File: src/rtl/adcif_pkg.sv
package adcif_pkg;
    localparam int NCH     = 8;
    localparam int CH_W    = $clog2(NCH);
    localparam int DATA_W  = 12;
    localparam int FRAME_W = 1 + CH_W + DATA_W;
    localparam int CNT_W   = $clog2(FRAME_W + 1);
    localparam int PM_W    = 2;
    localparam int NPWR    = 1 << PM_W;

    // command word bit positions
    localparam int B_WR    = FRAME_W - 1;
    localparam int B_SEQ   = FRAME_W - 2;
    localparam int B_SHD   = FRAME_W - 3;
    localparam int B_ADDR  = FRAME_W - 4 - CH_W + 1;
    localparam int B_PM    = B_ADDR - PM_W;
    localparam int B_RNG   = B_PM - 1;
    localparam int B_TWOS  = B_RNG - 1;

    typedef struct packed {
        logic            seq;
        logic            shd;
        logic [CH_W-1:0] addr;
        logic [PM_W-1:0] pm;
        logic            rng;
        logic            twos;
    } ctrl_t;

    typedef struct packed {
        ctrl_t           ctrl;
        logic [NCH-1:0]  mask;
        logic [CH_W-1:0] nxt_ch;
        logic [CH_W-1:0] cur_ch;
        logic            seq_on;
        logic            shd_pend;
    } seq_state_t;

    typedef struct packed {
        logic [FRAME_W-1:0] tx;
        logic [FRAME_W-1:0] rx;
        logic [CNT_W-1:0]   cnt;
        logic               en;
    } frame_state_t;

    typedef struct packed {
        logic cs;
        logic sclk;
    } edge_state_t;
endpackage

File: src/rtl/adcif_edge.sv
module adcif_edge
    import adcif_pkg::*;
(
    input  logic clk,
    input  logic rst_n,
    input  logic cs_n,
    input  logic sclk,
    output logic cs_fall,
    output logic sclk_fall
);
    edge_state_t st_d, st_q;

    always_comb begin
        st_d      = st_q;
        st_d.cs   = cs_n;
        st_d.sclk = sclk;
        cs_fall   = st_q.cs & ~cs_n;
        sclk_fall = st_q.sclk & ~sclk & ~cs_n;
    end

    always_ff @(posedge clk or negedge rst_n) begin
        if (!rst_n) st_q <= '{cs: 1'b1, sclk: 1'b1};
        else        st_q <= st_d;
    end
endmodule

File: src/rtl/adcif_seq.sv
module adcif_seq
    import adcif_pkg::*;
(
    input  logic [NCH-1:0]  mask,
    input  logic [CH_W-1:0] cur,
    output logic [CH_W-1:0] nxt,
    output logic [CH_W-1:0] first
);
    logic found_n, found_f;
    logic [CH_W-1:0] idx;

    always_comb begin
        nxt     = cur;
        found_n = 1'b0;
        idx     = '0;
        for (int k = 1; k <= NCH; k++) begin
            idx = cur + CH_W'(k);
            if (!found_n && mask[idx]) begin
                nxt     = idx;
                found_n = 1'b1;
            end
        end
    end

    always_comb begin
        first   = '0;
        found_f = 1'b0;
        for (int i = 0; i < NCH; i++) begin
            if (!found_f && mask[i]) begin
                first   = CH_W'(i);
                found_f = 1'b1;
            end
        end
    end
endmodule

File: src/rtl/adcif_frame.sv
module adcif_frame
    import adcif_pkg::*;
(
    input  logic               clk,
    input  logic               rst_n,
    input  logic               cs_n,
    input  logic               cs_fall,
    input  logic               sclk_fall,
    input  logic               sdi,
    input  logic [FRAME_W-1:0] load_word,
    output logic               frame_done,
    output logic [FRAME_W-1:0] rx_word,
    output logic               sdo,
    output logic               sdo_en
);
    frame_state_t st_d, st_q;

    always_comb begin
        st_d       = st_q;
        st_d.en    = ~cs_n;
        rx_word    = {st_q.rx[FRAME_W-2:0], sdi};
        frame_done = sclk_fall && (st_q.cnt == CNT_W'(FRAME_W - 1));
        if (cs_fall) begin
            st_d.tx  = load_word;
            st_d.cnt = '0;
        end else if (sclk_fall && st_q.cnt < CNT_W'(FRAME_W)) begin
            st_d.tx  = {st_q.tx[FRAME_W-2:0], 1'b0};
            st_d.rx  = rx_word;
            st_d.cnt = st_q.cnt + 1'b1;
        end
    end

    always_ff @(posedge clk or negedge rst_n) begin
        if (!rst_n) st_q <= '0;
        else        st_q <= st_d;
    end

    assign sdo    = st_q.tx[FRAME_W-1] & st_q.en;
    assign sdo_en = st_q.en;

    AST_CNT_LIMIT: assert property (@(posedge clk) disable iff (!rst_n)
        st_q.cnt <= CNT_W'(FRAME_W));

    AST_LEAD_ZERO: assert property (@(posedge clk) disable iff (!rst_n)
        $rose(sdo_en) |-> !sdo);
endmodule

File: src/rtl/adcif_core.sv
module adcif_core
    import adcif_pkg::*;
#(
    parameter int NUM_CH  = NCH,
    parameter int SMP_W   = DATA_W
) (
    input  logic                     clk,
    input  logic                     rst_n,
    input  logic                     cs_n,
    input  logic                     sclk,
    input  logic                     sdi,
    input  logic [NUM_CH*SMP_W-1:0]  sample_i,
    output logic                     sdo,
    output logic                     sdo_en,
    output logic                     wide_range_o,
    output logic [NPWR-1:0]          pwr_state_o
);
    localparam int ADDR_HI = B_ADDR + CH_W - 1;
    localparam int PM_HI   = B_PM + PM_W - 1;

    logic               cs_fall, sclk_fall, frame_done;
    logic [FRAME_W-1:0] rx_word, load_word;
    logic [CH_W-1:0]    adv_ch, adv_first, new_first, unused_nxt;
    logic [NCH-1:0]     new_mask;
    logic [SMP_W-1:0]   code;
    seq_state_t         st_d, st_q;
    ctrl_t              wr_ctrl;

    adcif_edge u_edge (
        .clk       (clk),
        .rst_n     (rst_n),
        .cs_n      (cs_n),
        .sclk      (sclk),
        .cs_fall   (cs_fall),
        .sclk_fall (sclk_fall)
    );

    adcif_frame u_frame (
        .clk        (clk),
        .rst_n      (rst_n),
        .cs_n       (cs_n),
        .cs_fall    (cs_fall),
        .sclk_fall  (sclk_fall),
        .sdi        (sdi),
        .load_word  (load_word),
        .frame_done (frame_done),
        .rx_word    (rx_word),
        .sdo        (sdo),
        .sdo_en     (sdo_en)
    );

    // stepping through the running mask
    adcif_seq u_adv (
        .mask  (st_q.mask),
        .cur   (st_q.cur_ch),
        .nxt   (adv_ch),
        .first (adv_first)
    );

    // start point of a freshly loaded mask
    adcif_seq u_new (
        .mask  (new_mask),
        .cur   ('0),
        .nxt   (unused_nxt),
        .first (new_first)
    );

    always_comb begin
        new_mask = (rx_word[NCH-1:0] == '0) ? NCH'(1) : rx_word[NCH-1:0];
        wr_ctrl  = '{seq:  rx_word[B_SEQ],
                     shd:  rx_word[B_SHD],
                     addr: rx_word[ADDR_HI:B_ADDR],
                     pm:   rx_word[PM_HI:B_PM],
                     rng:  rx_word[B_RNG],
                     twos: rx_word[B_TWOS]};
        code = sample_i[int'(st_q.nxt_ch)*SMP_W +: SMP_W];
        if (st_q.ctrl.twos) code[SMP_W-1] = ~code[SMP_W-1];
        load_word = {1'b0, st_q.nxt_ch, code};
    end

    always_comb begin
        st_d = st_q;
        if (cs_fall) st_d.cur_ch = st_q.nxt_ch;
        if (frame_done) begin
            if (st_q.shd_pend) begin
                st_d.mask     = new_mask;
                st_d.seq_on   = 1'b1;
                st_d.shd_pend = 1'b0;
                st_d.nxt_ch   = new_first;
            end else if (rx_word[B_WR]) begin
                st_d.ctrl = wr_ctrl;
                unique case ({wr_ctrl.seq, wr_ctrl.shd})
                    2'b00: begin
                        st_d.seq_on = 1'b0;
                        st_d.nxt_ch = wr_ctrl.addr;
                    end
                    2'b01: begin
                        st_d.seq_on   = 1'b0;
                        st_d.shd_pend = 1'b1;
                        st_d.nxt_ch   = wr_ctrl.addr;
                    end
                    2'b10: begin
                        st_d.nxt_ch = st_q.seq_on ? adv_ch : wr_ctrl.addr;
                    end
                    default: begin
                        for (int i = 0; i < NCH; i++)
                            st_d.mask[i] = (CH_W'(i) <= wr_ctrl.addr);
                        st_d.seq_on = 1'b1;
                        st_d.nxt_ch = '0;
                    end
                endcase
            end else if (st_q.seq_on) begin
                st_d.nxt_ch = adv_ch;
            end
        end
    end

    always_ff @(posedge clk or negedge rst_n) begin
        if (!rst_n) st_q <= '0;
        else        st_q <= st_d;
    end

    assign wide_range_o = st_q.ctrl.rng;
    assign pwr_state_o  = NPWR'(1) << st_q.ctrl.pm;

    AST_WR_LOW_HOLD: assert property (@(posedge clk) disable iff (!rst_n)
        (frame_done && !rx_word[B_WR] && !st_q.shd_pend) |=> $stable(st_q.ctrl));

    AST_SEQ_IN_MASK: assert property (@(posedge clk) disable iff (!rst_n)
        st_q.seq_on |-> st_q.mask[st_q.nxt_ch]);

    AST_MASK_NONZERO: assert property (@(posedge clk) disable iff (!rst_n)
        st_q.seq_on |-> (st_q.mask != '0));

    AST_HIZ_IDLE: assert property (@(posedge clk) disable iff (!rst_n)
        (cs_n && $past(cs_n)) |-> (!sdo_en && !sdo));

    AST_FIRST_IN_MASK: assert property (@(posedge clk) disable iff (!rst_n)
        (st_q.mask != '0) |-> st_q.mask[adv_first]);
endmodule

File: config.mk
export PLATFORM = sky130hd
export DESIGN_NAME = adcif_core
export DESIGN_NICKNAME = d
export VERILOG_FILES = /design/src/rtl/adcif_pkg.sv /design/src/rtl/adcif_edge.sv /design/src/rtl/adcif_seq.sv /design/src/rtl/adcif_frame.sv /design/src/rtl/adcif_core.sv
export SDC_FILE = /design/constraint.sdc
export NUM_CORES = 1
export LEC_CHECK = 0
export BUFFER_PORTS_ARGS = -buffer_cell sky130_fd_sc_hd__buf_2
export CAP_MARGIN = 20
export CORE_UTILIZATION = 40
export DETAILED_ROUTE_END_ITERATION = 6
export HOLD_SLACK_MARGIN = 0.06
export PLACE_DENSITY_LB_ADDON = 0.12
export SLEW_MARGIN = 20
export SYNTH_ARGS = -nofsm -noshare
export SYNTH_HDL_FRONTEND = slang
export SYNTH_SLANG_ARGS = --single-unit
File: constraint.sdc
create_clock -name clk -period 3 [get_ports clk]
set_input_delay 0.6 -clock clk [delete_from_list [all_inputs] [get_ports clk]]
set_output_delay 0.6 -clock clk [all_outputs]
set_load 0.03 [all_outputs]
==> results of run 1 <==
-- stage by stage --
stage	utilization, %	worst slack (ps)
after floorplan	-	284.0
after global placement	48.01	377.8
after detailed placement	48.01	302.0
after CTS	49.73	269.1
after global routing	49.73	86.82
final	49.73	222.7
-- power breakdown --
part	internal [mW]	leakage (nW)	switching, mW
Clock	0.338	0.0949	0.306
Sequential	0.865	0.775	0.0689
Combinational	0.137	1.38	0.130
Total	1.34	2.25	0.505
-- registers in the layout, summed over array words and instances (netlist names) --
| signal | count |
|---|---|
| load_word | 3 |
| st_q | 16 |
| u_edge.st_q | 2 |
| u_frame.rx_word | 15 |
| u_frame.sdo_en | 1 |
| u_frame.st_q | 21 |
| wide_range_o | 1 |
-- final timing paths --
path                                 startpoint                             end  slack, ps  cells after the start
hold reg to reg            st_q[16]$_DFFE_PN0P_            st_q[16]$_DFFE_PN0P_        500                      2
hold / removal                            rst_n     u_frame.st_q[3]$_DFFE_PN0P_        270                      1
setup / recovery            st_q[2]$_DFFE_PN0P_       load_word[12]$_DFFE_PN0P_        220                      9
min in group clk                           sclk        u_edge.st_q[0]$_DFF_PN1_        370                      1
setup reg to reg            st_q[2]$_DFFE_PN0P_       load_word[12]$_DFFE_PN0P_        220                      9
max in group asynchronous                 rst_n  u_frame.rx_word[7]$_DFFE_PN0P_       2050                      2
-- placed cells by master, fill, tap and decap left out, types with 2 or more instances in the layout --
cell,n
nor2b_1,16
buf_2,107
inv_1,8
mux2_4,2
o21ai_1,6
a31oi_1,14
xor2_1,3
nor2_1,27
a311oi_1,2
nor3b_1,3
ha_1,4
mux2i_1,13
mux4_2,36
a32oi_1,2
clkinv_2,4
nand2_1,60
nor4_1,3
and2_1,5
dfrtp_1,57
nand4_1,5
a31o_2,2
clkbuf_8,11
xnor2_1,2
nand3b_1,2
nand3_1,9
buf_4,12
o21ai_0,20
mux2_1,11
o31ai_1,3
a211oi_1,11
nor3_1,5
a21oi_1,23
mux2_2,10
dfstp_2,2
nand2b_1,4
-- worst register-to-register path, delay by kind of cell (launching register included) --
kind / cells / cell delay (ps)
buffers and inverters: 1 / 70
flip-flops: 1 / 360
multiplexers: 2 / 750
adder cells (fa/ha/maj): 1 / 470
AO/OA/AOI/OAI: 2 / 740
AND/OR/NAND/NOR: 3 / 320
-- area by class of cell --
type | count | area [um2]
inverter | 9 | 33.78
timing repair buffer | 120 | 645.6
tap | 136 | 170.2
clock inverter | 5 | 27.53
fill | 997 | 5213
multi-input combinational | 323 | 2650
sequential | 59 | 1479
clock buffer | 11 | 151.4
-- logic make-up after synthesis --
group,after synthesis,share of synthesized area [%]
adders and majority gates,4,1.165
buffers and inverters,38,3.930
muxes,74,29.02
AOI/OAI and AO/OA,95,14.18
DFF,59,34.41
xor gates and xnor gates,6,1.398
and+or+nand+nor,144,15.90
-- routing by layer --
metal	global-route usage [%]	vias up	part of all wire [%]	routed length (um)
met5	0	-	0	0
met4	5.258	0	0.90	104
met3	4.453	8	4.4	511
met2	33.19	102	48	5551
met1	31.22	1868	47	5408
li1	-	1784	-	-
==> metrics.md, run 1 <==
| Metric | Value |
|---|---|
| Htree depth | `3` |
| CP Class | `reg -> reg` |
| Postcts setup bufs | `0` |
| Clock Latency Late Sink | `340 ps` |
| Die H | `105.7 um` |
| Top-Level Pins | `108` |
| CTS Buf Count | `9` |
| Worst-path cell chain | `inv_2 -> ha_1 -> mux4_2 -> nand2_1 -> a32oi_1 -> nor2_1 -> a31oi_1 -> mux2_1 -> nand3_1` |
| Worst-margin pin slew | `956.4 ps` |
| CTS Root Cell | `clkbuf_8` |
| HP Class | `in -> async` |
| Final ANT Viol Nets | `0` |
| Initial DRC Count | `288` |
| DRT Pass-1 Iters | `5` |
| Worst stage delay on the critical path | `470 ps` |
| CTS Sinks | `59` |
| Tot Pwr | `1.846 mW` |
| RD Place Congestion | `0.8557` |
| Synth warn | `0` |
| Final setup viols | `0` |
| Rel. slew slack | `36.24%` |
| FFs w/ async S/R, synth | `100.0%` |
| Placed Area | `4979 um2` |
| Top cell type's share of synthesized area | `33.19%` |
| Largest net degree at the start of global routing | `28` |
| Clock Skew | `7.455 ps` |
| Period utilization | `92.58%` |
| Rows | `37` |
| Hold_ws | `270.6 ps` |
| WL final | `11.57 mm` |
| Crit path buffers/inverters | `1` |
| Core area | `10370 um2` |
| Pins Over Slew Limit | `0` |
| Final instance area | `5157 um2` |
| Slowest CP cell | `ha_1` |
| Port bufs | `107` |
| Syn Area/Cell | `10.23 um2` |
| Most frequent cells after synthesis | `nand2_1 (60), dfrtp_1 (57), mux4_2 (36), nor2_1 (27), a21oi_1 (23)` |
| Synthesized flop and latch total | `59` |
| Seq/Total Area, Yosys | `34.41%` |
| Post-Syn Nets | `525` |
| Cts repair resizes | `0` |
| Starting Density | `41.45%` |
| Fmax | `360.1 MHz` |
| Synthesized area | `4298 um2` |
| Worst-path clk slew | `60 ps` |
| CP Data Arrival Time | `3050 ps` |
| Worst VDD drop | `0.0002810 V` |
| Post-DP HPWL | `8.913 mm` |
| Vias in the first global route | `3650` |
| PD cells | `357.9 nW/um2` |
| Initial antenna violation count | `0` |
| Placed Cells incl. Taps | `647` |
| Total GRT Usage | `21.63%` |
| Nature of the critical path startpoint | `flip-flop` |
| Fin nets | `627` |
| Via density per instance | `5.674` |
| Worst Path Required | `3270 ps` |
| DIE WIDTH | `105.7 um` |
| Tmin final | `2777 ps` |
| Most common cell in the netlist | `nand2_1` |
| CTS tree | `done` |
| Setup TNS | `0 ps` |
| Leakage | `2.248 nW` |
| DRC viols | `0` |
| Hold Fails Final Rpt | `0` |
| Share of layout cells above drive strength 1 | `37.00%` |
| CP Max Fanout | `9` |
| Max-cap violations | `0` |
| Kind of end point of the critical path | `flip-flop` |
| Unrepaired setup endpoints after global routing | `false` |
| EDFF count, synth | `0` |
| Wirelength per Cell | `17.46 um` |
| CTS max path bufs | `2` |
| Cells after synthesis | `420` |
| Area of the die | `11160 um2` |
| CTS Hold Bufs | `0` |
| Layout Area Growth over Synthesis | `20.00%` |
| Total gr overflow | `0` |
| Ys flop type | `dfrtp_1` |
| Yosys cell types | `56` |
| Largest cells by area after synthesis | `dfrtp_1 (33%), mux4_2 (19%), nand2_1 (5.2%), mux2i_1 (3.0%), mux2_1 (2.9%)` |
| Family with the most delay on the worst path | `multiplexers` |
| Non-filler instance count after layout | `663` |
| Vias | `3762` |
| Status | `complete, no violations` |
| First-pass GRT wire length | `18.86 mm` |
| Ant diodes | `0` |
| Yosys top cell by area | `dfrtp_1` |
No activity file was read; power rests on OpenSTA's default activity.
==> inputs of run 2 (changes only) <==
--- a/config.mk
+++ b/config.mk
@@ -9,6 +9,7 @@
 export CAP_MARGIN = 20
 export CORE_UTILIZATION = 40
 export DETAILED_ROUTE_END_ITERATION = 6
+export GPL_TIMING_DRIVEN = 0
 export HOLD_SLACK_MARGIN = 0.06
 export PLACE_DENSITY_LB_ADDON = 0.12
 export SLEW_MARGIN = 20
==> constraint.sdc (replaced) <==
create_clock -name clk -period 3 [get_ports clk]
set_input_delay 0 -clock clk [delete_from_list [all_inputs] [get_ports clk]]
set_output_delay 0 -clock clk [all_outputs]
set_load 0.03 [all_outputs]
==> run 2 against run 1 <==
  * Wire length increased by 8.0%
  * Global-route usage rose by 1.2 points
  * Die area is the same
  * Final cell count is 3.8% higher
  * Critical path type unchanged
  * Final area grew 4.1%
  * Via count grew 4.5%
  * Utilization grew 2.1 points
  * Worst hold slack got worse by 79 ps
==> metrics.md, run 2 (synthesized netlist as in run 1, its figures left out) <==
| Metric | Value |
|---|---|
| Clock Latency Late Sink | `350 ps (about the same)` |
| Reg2reg start | `st_q[2]$_DFFE_PN0P_` |
| Rel. slew slack | `48.67% (+12 points)` |
| Worst VDD drop | `0.0003214 V (+14%)` |
| Setup WS post-layout | `132.7 ps (-90.02 ps)` |
| Port bufs | `107 (unchanged)` |
| Worst-path clk slew | `80 ps (+20 ps)` |
| Placed Area | `5006 um2 (+0.55%)` |
| DP Worst Slack | `-256.6 ps (-558.7 ps)` |
| Worst-margin pin slew | `769.9 ps (-186.5 ps)` |
| Most frequent cells in the layout | `buf_2 (110), nand2_1 (60), dfrtp_1 (56)` |
| Fmax | `348.8 MHz (-3.1%)` |
| CTS max path bufs | `2 (unchanged)` |
| Initial antenna violation count | `0 (unchanged)` |
| Max-cap violations | `0 (unchanged)` |
| Footprint of the multi-input gates | `2711 um2 (+2.3%)` |
| HP Class | `in -> reg` |
| Most common cell on crit path | `buf_6` |
| Setup TNS | `0 ps (unchanged)` |
| CTS tree | `done` |
| First-pass GRT wire length | `19.82 mm (+5.1%)` |
| Layout Area Growth over Synthesis | `24.98%` |
| Status | `complete, no violations` |
| WL final | `12.50 mm (+8.0%)` |
| Ant diodes | `0 (unchanged)` |
| Hold Fails Final Rpt | `0 (unchanged)` |
| Vias in the first global route | `3845 (+5.3%)` |
| CTS Buf Count | `9 (unchanged)` |
| Post-DP HPWL | `9.329 mm (+4.7%)` |
| CP Data Arrival Time | `3150 ps (+100 ps)` |
| Leakage | `2.296 nW (+2.1%)` |
| DRC viols | `0 (unchanged)` |
| Filler cell count | `989 (-0.80%)` |
| Top-Level Pins | `108 (unchanged)` |
| Area of the die | `11160 um2 (unchanged)` |
| DRT Pass-1 Iters | `5 (unchanged)` |
| Fin nets | `652 (+4.0%)` |
| Period utilization | `95.58% (+3.0 points)` |
| Final ANT Viol Nets | `0 (unchanged)` |
| Wirelength per Cell | `18.17 um (+4.1%)` |
| Reg with most FFs | `u_frame.st_q` |
| Unrepaired setup endpoints after global routing | `false` |
| PD cells | `366.6 nW/um2 (+2.4%)` |
| RD Place Congestion | `0.8493 (-0.75%)` |
| Pins Over Slew Limit | `0 (unchanged)` |
| Worst-path cell chain | `buf_6 -> buf_8 -> inv_2 -> ha_4 -> buf_6 -> mux4_2 -> mux2i_2 -> o21a_1 -> o21ai_1 -> a31oi_1 -> mux2_1 -> nand3_1` |
| Critical Path Source | `st_q[2]$_DFFE_PN0P_` |
| Tmin final | `2867 ps (+90.02 ps)` |
| Rows | `37 (unchanged)` |
| Slowest CP cell | `dfrtp_1` |
| Initial DRC Count | `202 (-30%)` |
| Starting Density | `41.45% (unchanged)` |
| Nature of the critical path startpoint | `flip-flop` |
| Final setup viols | `0 (unchanged)` |
| Hold_sp | `sample_i[67]` |
| Kind of end point of the critical path | `flip-flop` |
| Worst Path Required | `3280 ps (about the same)` |
| Htree depth | `3 (unchanged)` |
| Final instance area | `5371 um2 (+4.1%)` |
| Clock Skew | `12.71 ps (+5.253 ps)` |
| Core area | `10370 um2 (unchanged)` |
| Total gr overflow | `0 (unchanged)` |
| Max reg flops | `21 (unchanged)` |
| Worst stage delay on the critical path | `390 ps (-80 ps)` |
| Die H | `105.7 um (unchanged)` |
| Share of layout cells above drive strength 1 | `37.32% (+0.32 points)` |
| CTS Root Cell | `clkbuf_8` |
| Total GRT Usage | `22.85% (+1.2 points)` |
| CTS Sinks | `59 (unchanged)` |
| Vias | `3930 (+4.5%)` |
| Largest net degree at the start of global routing | `60 (+110%)` |
| Most common cell after layout, fill and taps aside | `buf_2` |
| DIE WIDTH | `105.7 um (unchanged)` |
| CP Class | `reg -> reg` |
| Reg area | `1480 um2 (about the same)` |
| CP Max Fanout | `10 (+1)` |
| Via density per instance | `5.712 (+0.67%)` |
==> run 2: cell count changes in the layout (fill, tap and decap cells not counted), moves of 2 or more <==
cell           change
buf_2              +3
buf_4              -5
buf_6              +3
clkbuf_1          +21
clkinv_2           -3
clkinvlp_4         +2
dlygate4sd3_1      +4
mux2i_1            -3
mux2i_2            +2
==> run 2: worst max-delay path: cells and delay by family (launching register included) <==
| family | cells | cell delay [ps] |
|---|---|---|
| flip-flops | 1 | 390 |
| AND/OR/NAND/NOR | 1 | 100 |
| buffers and inverters | 4 | 520 |
| adder cells (fa/ha/maj) | 1 | 320 |
| AO/OA/AOI/OAI | 3 | 510 |
| multiplexers | 3 | 960 |
==> run 2: final cells by class <==
| class | instances | area share, % |
|---|---|---|
| Multi-Input combinational cell | 323 | 50.48 |
| Sequential cell | 59 | 27.56 |
| Timing Repair Buffer | 117 | 11.60 |
| Tap cell | 136 | 3.168 |
| Clock buffer | 12 | 2.888 |
| Buffer | 28 | 2.679 |
| Clock inverter | 4 | 0.9317 |
| Inverter | 9 | 0.6988 |
==> run 2: timing repair <==
| item | in CTS | in global routing |
|---|---|---|
| hold buffers | 4 | 0 |
| setup buffers | 2 | 4 |
| resized for setup | 6 | 11 |
| pin swaps | 0 | 6 |
| hold endpoints to repair | 63 | 0 |
| endpoints found under the setup margin | 3 | 3 |
==> run 2: final timing paths <==
| check | end | slack (ps) | cells after the start |
|---|---|---|---|
| max | load_word[12]$_DFFE_PN0P_ | 130 | 12 |
| min | u_frame.st_q[29]$_DFFE_PN0P_ | 190 | 4 |
| max reg2reg | load_word[12]$_DFFE_PN0P_ | 130 | 12 |
| min reg2reg | u_frame.st_q[22]$_DFFE_PN0P_ | 510 | 2 |
| max in group asynchronous | st_q[3]$_DFFE_PN0P_ | 2200 | 2 |
| min in group asynchronous | u_frame.st_q[1]$_DFFE_PN0P_ | 260 | 2 |
==> run 2: through the flow <==
| stage | hold slack (ps) | std cells | power [mW] | utilization [%] |
|---|---|---|---|---|
| 6_report | 191.4 | 688 | 1.969 | 51.80 |
| 5_1_grt | 191.9 | 688 | 2.071 | 51.80 |
| 4_1_cts | 179.8 | 685 | 1.993 | 50.98 |
| 3_5_place_dp | 124.3 | 663 | 1.222 | 48.27 |
| 3_3_place_gp | 116.5 | 663 | 1.212 | 48.25 |
| 2_1_floorplan | -295.6 | 420 | 1.084 | - |
==> run 2: per-layer routing <==
layer,up-vias,global-route usage (%),share of wire (%)
li1,1831,-,-
met3,12,4.020,4.8
met1,1983,32.03,45
met4,0,6.349,1.2
met5,-,0,0
met2,104,36.37,49
==> run 2: power by group <==
part	leakage [nW]	switching (mW)	internal [mW]
logic	1.42	0.138	0.139
registers	0.774	0.0711	0.865
clock network	0.0986	0.328	0.428
total	2.30	0.537	1.43
==> inputs of run 3 (changes only) <==
--- a/config.mk
+++ b/config.mk
@@ -5,6 +5,7 @@
 export SDC_FILE = /design/constraint.sdc
 export NUM_CORES = 1
 export LEC_CHECK = 0
+export ABC_AREA = 1
 export BUFFER_PORTS_ARGS = -buffer_cell sky130_fd_sc_hd__buf_2
 export CAP_MARGIN = 20
 export CORE_UTILIZATION = 40
@@ -12,6 +13,7 @@
 export GPL_TIMING_DRIVEN = 0
 export HOLD_SLACK_MARGIN = 0.06
 export PLACE_DENSITY_LB_ADDON = 0.12
+export SKIP_CTS_REPAIR_TIMING = 1
 export SLEW_MARGIN = 20
 export SYNTH_ARGS = -nofsm -noshare
 export SYNTH_HDL_FRONTEND = slang
==> run 3 against run 2 <==
  * Sequential power increased by 2.5%
  * Worst hold slack got worse by 130 ps
  * Final cell count grew 26%
  * Via count increased by 17%
  * Combinational power up 53%
  * Sequential cell count unchanged
  * Die area shrank 3.9%
  * Non-clock buffer count shrank 7
  * Setup slack better by 230 ps
  * Register-to-register slack gained 230 ps
  * Final area decreased by 5.9%
  * Critical endpoint unchanged
  * Largest cell class unchanged
==> metrics.md, run 3 <==
| Metric | Value |
|---|---|
| Post-DP HPWL | `9.741 mm (+4.4%)` |
| Htree depth | `3 (unchanged)` |
| Worst-path clk slew | `60 ps (-20 ps)` |
| Share of layout cells above drive strength 1 | `22.12% (-15 points)` |
| Total gr overflow | `0 (unchanged)` |
| Largest cells by area after synthesis | `dfrtp_1 (35%), nand2_1 (14%), o21ai_0 (9.9%), nor2_1 (6.8%), inv_1 (5.3%)` |
| Rel. slew slack | `50.26% (+1.6 points)` |
| Largest net degree at the start of global routing | `60 (unchanged)` |
| Synth warn | `0 (unchanged)` |
| Cells after synthesis | `609 (+45%)` |
| Worst stage delay on the critical path | `370 ps (-20 ps)` |
| Initial antenna violation count | `0 (unchanged)` |
| Ant diodes | `0 (unchanged)` |
| GRT met1 Usage | `29.26% (-2.8 points)` |
| Tmin final | `2640 ps (-227.2 ps)` |
| Yosys cell types | `41 (-27%)` |
| WL final | `12.32 mm (-1.4%)` |
| Layout Area Growth over Synthesis | `22.46%` |
| Fin nets | `837 (+28%)` |
| FF-to-FF setup slack | `360 ps (+230 ps)` |
| Area of the die | `10730 um2 (-3.9%)` |
| DRT Pass-1 Iters | `4 (-1)` |
| FFs w/ async S/R, synth | `100.0% (unchanged)` |
| Ys flop type | `dfrtp_1` |
| Family with the most delay on the worst path | `simple AND/OR/NAND/NOR gates` |
| Rows | `36 (-2.7%)` |
| Worst Path Required | `3230 ps (-50 ps)` |
| Clock Skew | `9.848 ps (-2.860 ps)` |
| Pins Over Slew Limit | `0 (unchanged)` |
| Kind of end point of the critical path | `flip-flop` |
| Clock Latency Late Sink | `340 ps (about the same)` |
| Post-synthesis mux area share | `0% (-29 points)` |
| Footprint of the multi-input gates | `2260 um2 (-17%)` |
| DIE WIDTH | `103.6 um (-2.0%)` |
| Unrepaired setup endpoints after global routing | `false` |
| Top cell type's share of synthesized area | `34.56% (+1.4 points)` |
| CTS Root Cell | `clkbuf_8` |
| Max-cap violations | `0 (unchanged)` |
| Nature of the critical path startpoint | `flip-flop` |
| Xor and xnor area share after synthesis | `1.212% (-0.18 points)` |
| CP Class | `reg -> reg` |
| Syn Area/Cell | `6.778 um2 (-34%)` |
| Worst-margin pin slew | `746.1 ps (-23.84 ps)` |
| Simple-Gate Fraction of Synth Area | `31.13% (+15 points)` |
| First-pass GRT wire length | `20.55 mm (+3.7%)` |
| CP Max Fanout | `8 (-2)` |
| Worst VDD drop | `0.0002657 V (-17%)` |
| CTS tree | `done` |
| Worst-path cell chain | `buf_2 -> inv_2 -> ha_1 -> inv_2 -> nand3_1 -> nand2_1 -> nand2_1 -> nand2_2 -> nand3_2 -> nor2_4 -> nand3_1 -> nand2_1 -> nand2_1 -> nand2_1 -> nand2_1 -> nand2_1 -> nand2_1 -> nand2_1 -> nand2_1` |
| Slowest CP cell | `ha_1` |
| Top-Level Pins | `108 (unchanged)` |
| Compound-Gate Fraction of Synth Area | `21.19% (+7.0 points)` |
| Final ANT Viol Nets | `0 (unchanged)` |
| Reg area | `1479 um2 (about the same)` |
| Status | `complete, no violations` |
| Busiest layer in global routing | `met2` |
| DP Worst Slack | `380.7 ps (+637.3 ps)` |
| Synthesized flop and latch total | `59 (unchanged)` |
| CTS Buf Count | `9 (unchanged)` |
| Most common cell on crit path | `nand2_1` |
| Starting Density | `41.65% (+0.21 points)` |
| Via density per instance | `5.291 (-7.4%)` |
| CTS Sinks | `59 (unchanged)` |
| CTS max path bufs | `2 (unchanged)` |
| Yosys top cell by area | `dfrtp_1` |
| EDFF count, synth | `0 (unchanged)` |
| Seq/Total Area, Yosys | `35.83% (+1.4 points)` |
| Wirelength per Cell | `14.16 um (-22%)` |
| Setup WS post-layout | `359.9 ps (+227.2 ps)` |
| Most common cell in the netlist | `nand2_1` |
| DRC viols | `0 (unchanged)` |
| Met2 usage | `40.99% (+4.6 points)` |
| Tot Pwr | `2.022 mW (+2.7%)` |
| CP Data Arrival Time | `2870 ps (-280 ps)` |
| Core area | `9910 um2 (-4.4%)` |
| Port bufs | `107 (unchanged)` |
| Met3 usage | `5.475% (+1.5 points)` |
| Final setup viols | `0 (unchanged)` |
| Die H | `103.6 um (-2.0%)` |
| Most frequent cells after synthesis | `nand2_1 (156), o21ai_0 (82), nor2_1 (75), inv_1 (58), dfrtp_1 (57)` |
| Most frequent cells in the layout | `nand2_1 (156), buf_2 (108), o21ai_0 (82)` |
| Largest family of logic cells by synthesized area | `simple AND/OR/NAND/NOR gates` |
| Post-Syn Nets | `714 (+36%)` |
| Most common cell after layout, fill and taps aside | `nand2_1` |
| PD cells | `400.1 nW/um2 (+9.1%)` |
| HP Class | `in -> reg` |
| Setup TNS | `0 ps (unchanged)` |
| Initial DRC Count | `266 (+32%)` |
| Leakage | `2.522 nW (+9.9%)` |
| Reg with most FFs | `u_frame.st_q` |
| Hold Fails Final Rpt | `0 (unchanged)` |
| Filler cell count | `1029 (+4.0%)` |
| Synthesized area | `4128 um2 (-4.0%)` |
| Period utilization | `88.00% (-7.6 points)` |
| Max reg flops | `21 (unchanged)` |
| Total GRT Usage | `23.73% (+0.88 points)` |
| Vias | `4603 (+17%)` |
| Adder-Cell Fraction of Synth Area | `1.212% (+0.048 points)` |
| Crit path buffers/inverters | `3 (-1)` |
| Fmax | `378.8 MHz (+8.6%)` |
| Vias in the first global route | `4453 (+16%)` |
| RD Place Congestion | `0.9311 (+9.6%)` |
-- run 3: cell count changes after synthesis, sizes merged, moves of 31 or more --
cell / delta
inv: +64
o21ai: +57
nand2: +102
mux4: -37
nor2: +53
nand3: +31
-- run 3: tightest hold or removal path: stages --
cell and delay (ps):
buf_2 80, nor2_1 30, o22ai_1 110, nand2_1 70, nand3_1 80
-- run 3: through the flow --
stage / hold WS [ps] / instances / area, um2 / util (%)
2_1_floorplan: -295.6 / 609 / 4128 / -
3_3_place_gp: 122.5 / 849 / 4830 / 48.74
3_5_place_dp: 115.0 / 849 / 4832 / 48.76
4_1_cts: -257.3 / 865 / 5005 / 50.51
5_1_grt: 71.68 / 870 / 5055 / 51.01
6_report: 58.81 / 870 / 5055 / 51.01
-- run 3: cell type report --
cell class	count	share of cell area, %
Sequential cell	59	29.26
Clock buffer	14	3.218
Clock inverter	2	0.1980
Tap cell	133	3.292
Multi-Input combinational cell	451	44.70
Inverter	73	5.421
Buffer	26	2.277
Timing Repair Buffer	112	11.63
-- run 3: logic make-up after synthesis --
| kind of cell | Yosys count |
|---|---|
| xor gates and xnor gates | 4 |
| AOI/OAI and AO/OA | 148 |
| adders and majority gates | 4 |
| DFF | 59 |
| and+or+nand+nor | 295 |
| buffers and inverters | 99 |
-- run 3: final timing paths --
check | start | endpoint | cells past startpoint
hold / removal | sample_i[0] | u_frame.st_q[22]$_DFFE_PN0P_ | 5
hold reg to reg | u_frame.st_q[4]$_DFFE_PN0P_ | u_frame.st_q[4]$_DFFE_PN0P_ | 1
setup / recovery | st_q[3]$_DFFE_PN0P_ | load_word[12]$_DFFE_PN0P_ | 19
min in group asynchronous | rst_n | st_q[18]$_DFFE_PN0P_ | 2
max in group asynchronous | rst_n | st_q[2]$_DFFE_PN0P_ | 2
setup reg to reg | st_q[3]$_DFFE_PN0P_ | load_word[12]$_DFFE_PN0P_ | 19
-- run 3: report_power, final --
part / total [mW] / internal (mW) / switching (mW)
clock: 0.639 / 0.343 / 0.297
sequential: 0.959 / 0.887 / 0.0712
combinational: 0.424 / 0.162 / 0.262
total: 2.02 / 1.39 / 0.630
-- run 3: routing by layer --
| layer | wire (um) | part of all wire (%) | vias to the layer above |
|---|---|---|---|
| li1 | - | - | 2272 |
| met2 | 6259 | 51 | 132 |
| met5 | 0 | 0 | - |
| met4 | 247 | 2.0 | 0 |
| met3 | 465 | 3.8 | 26 |
| met1 | 5349 | 43 | 2173 |
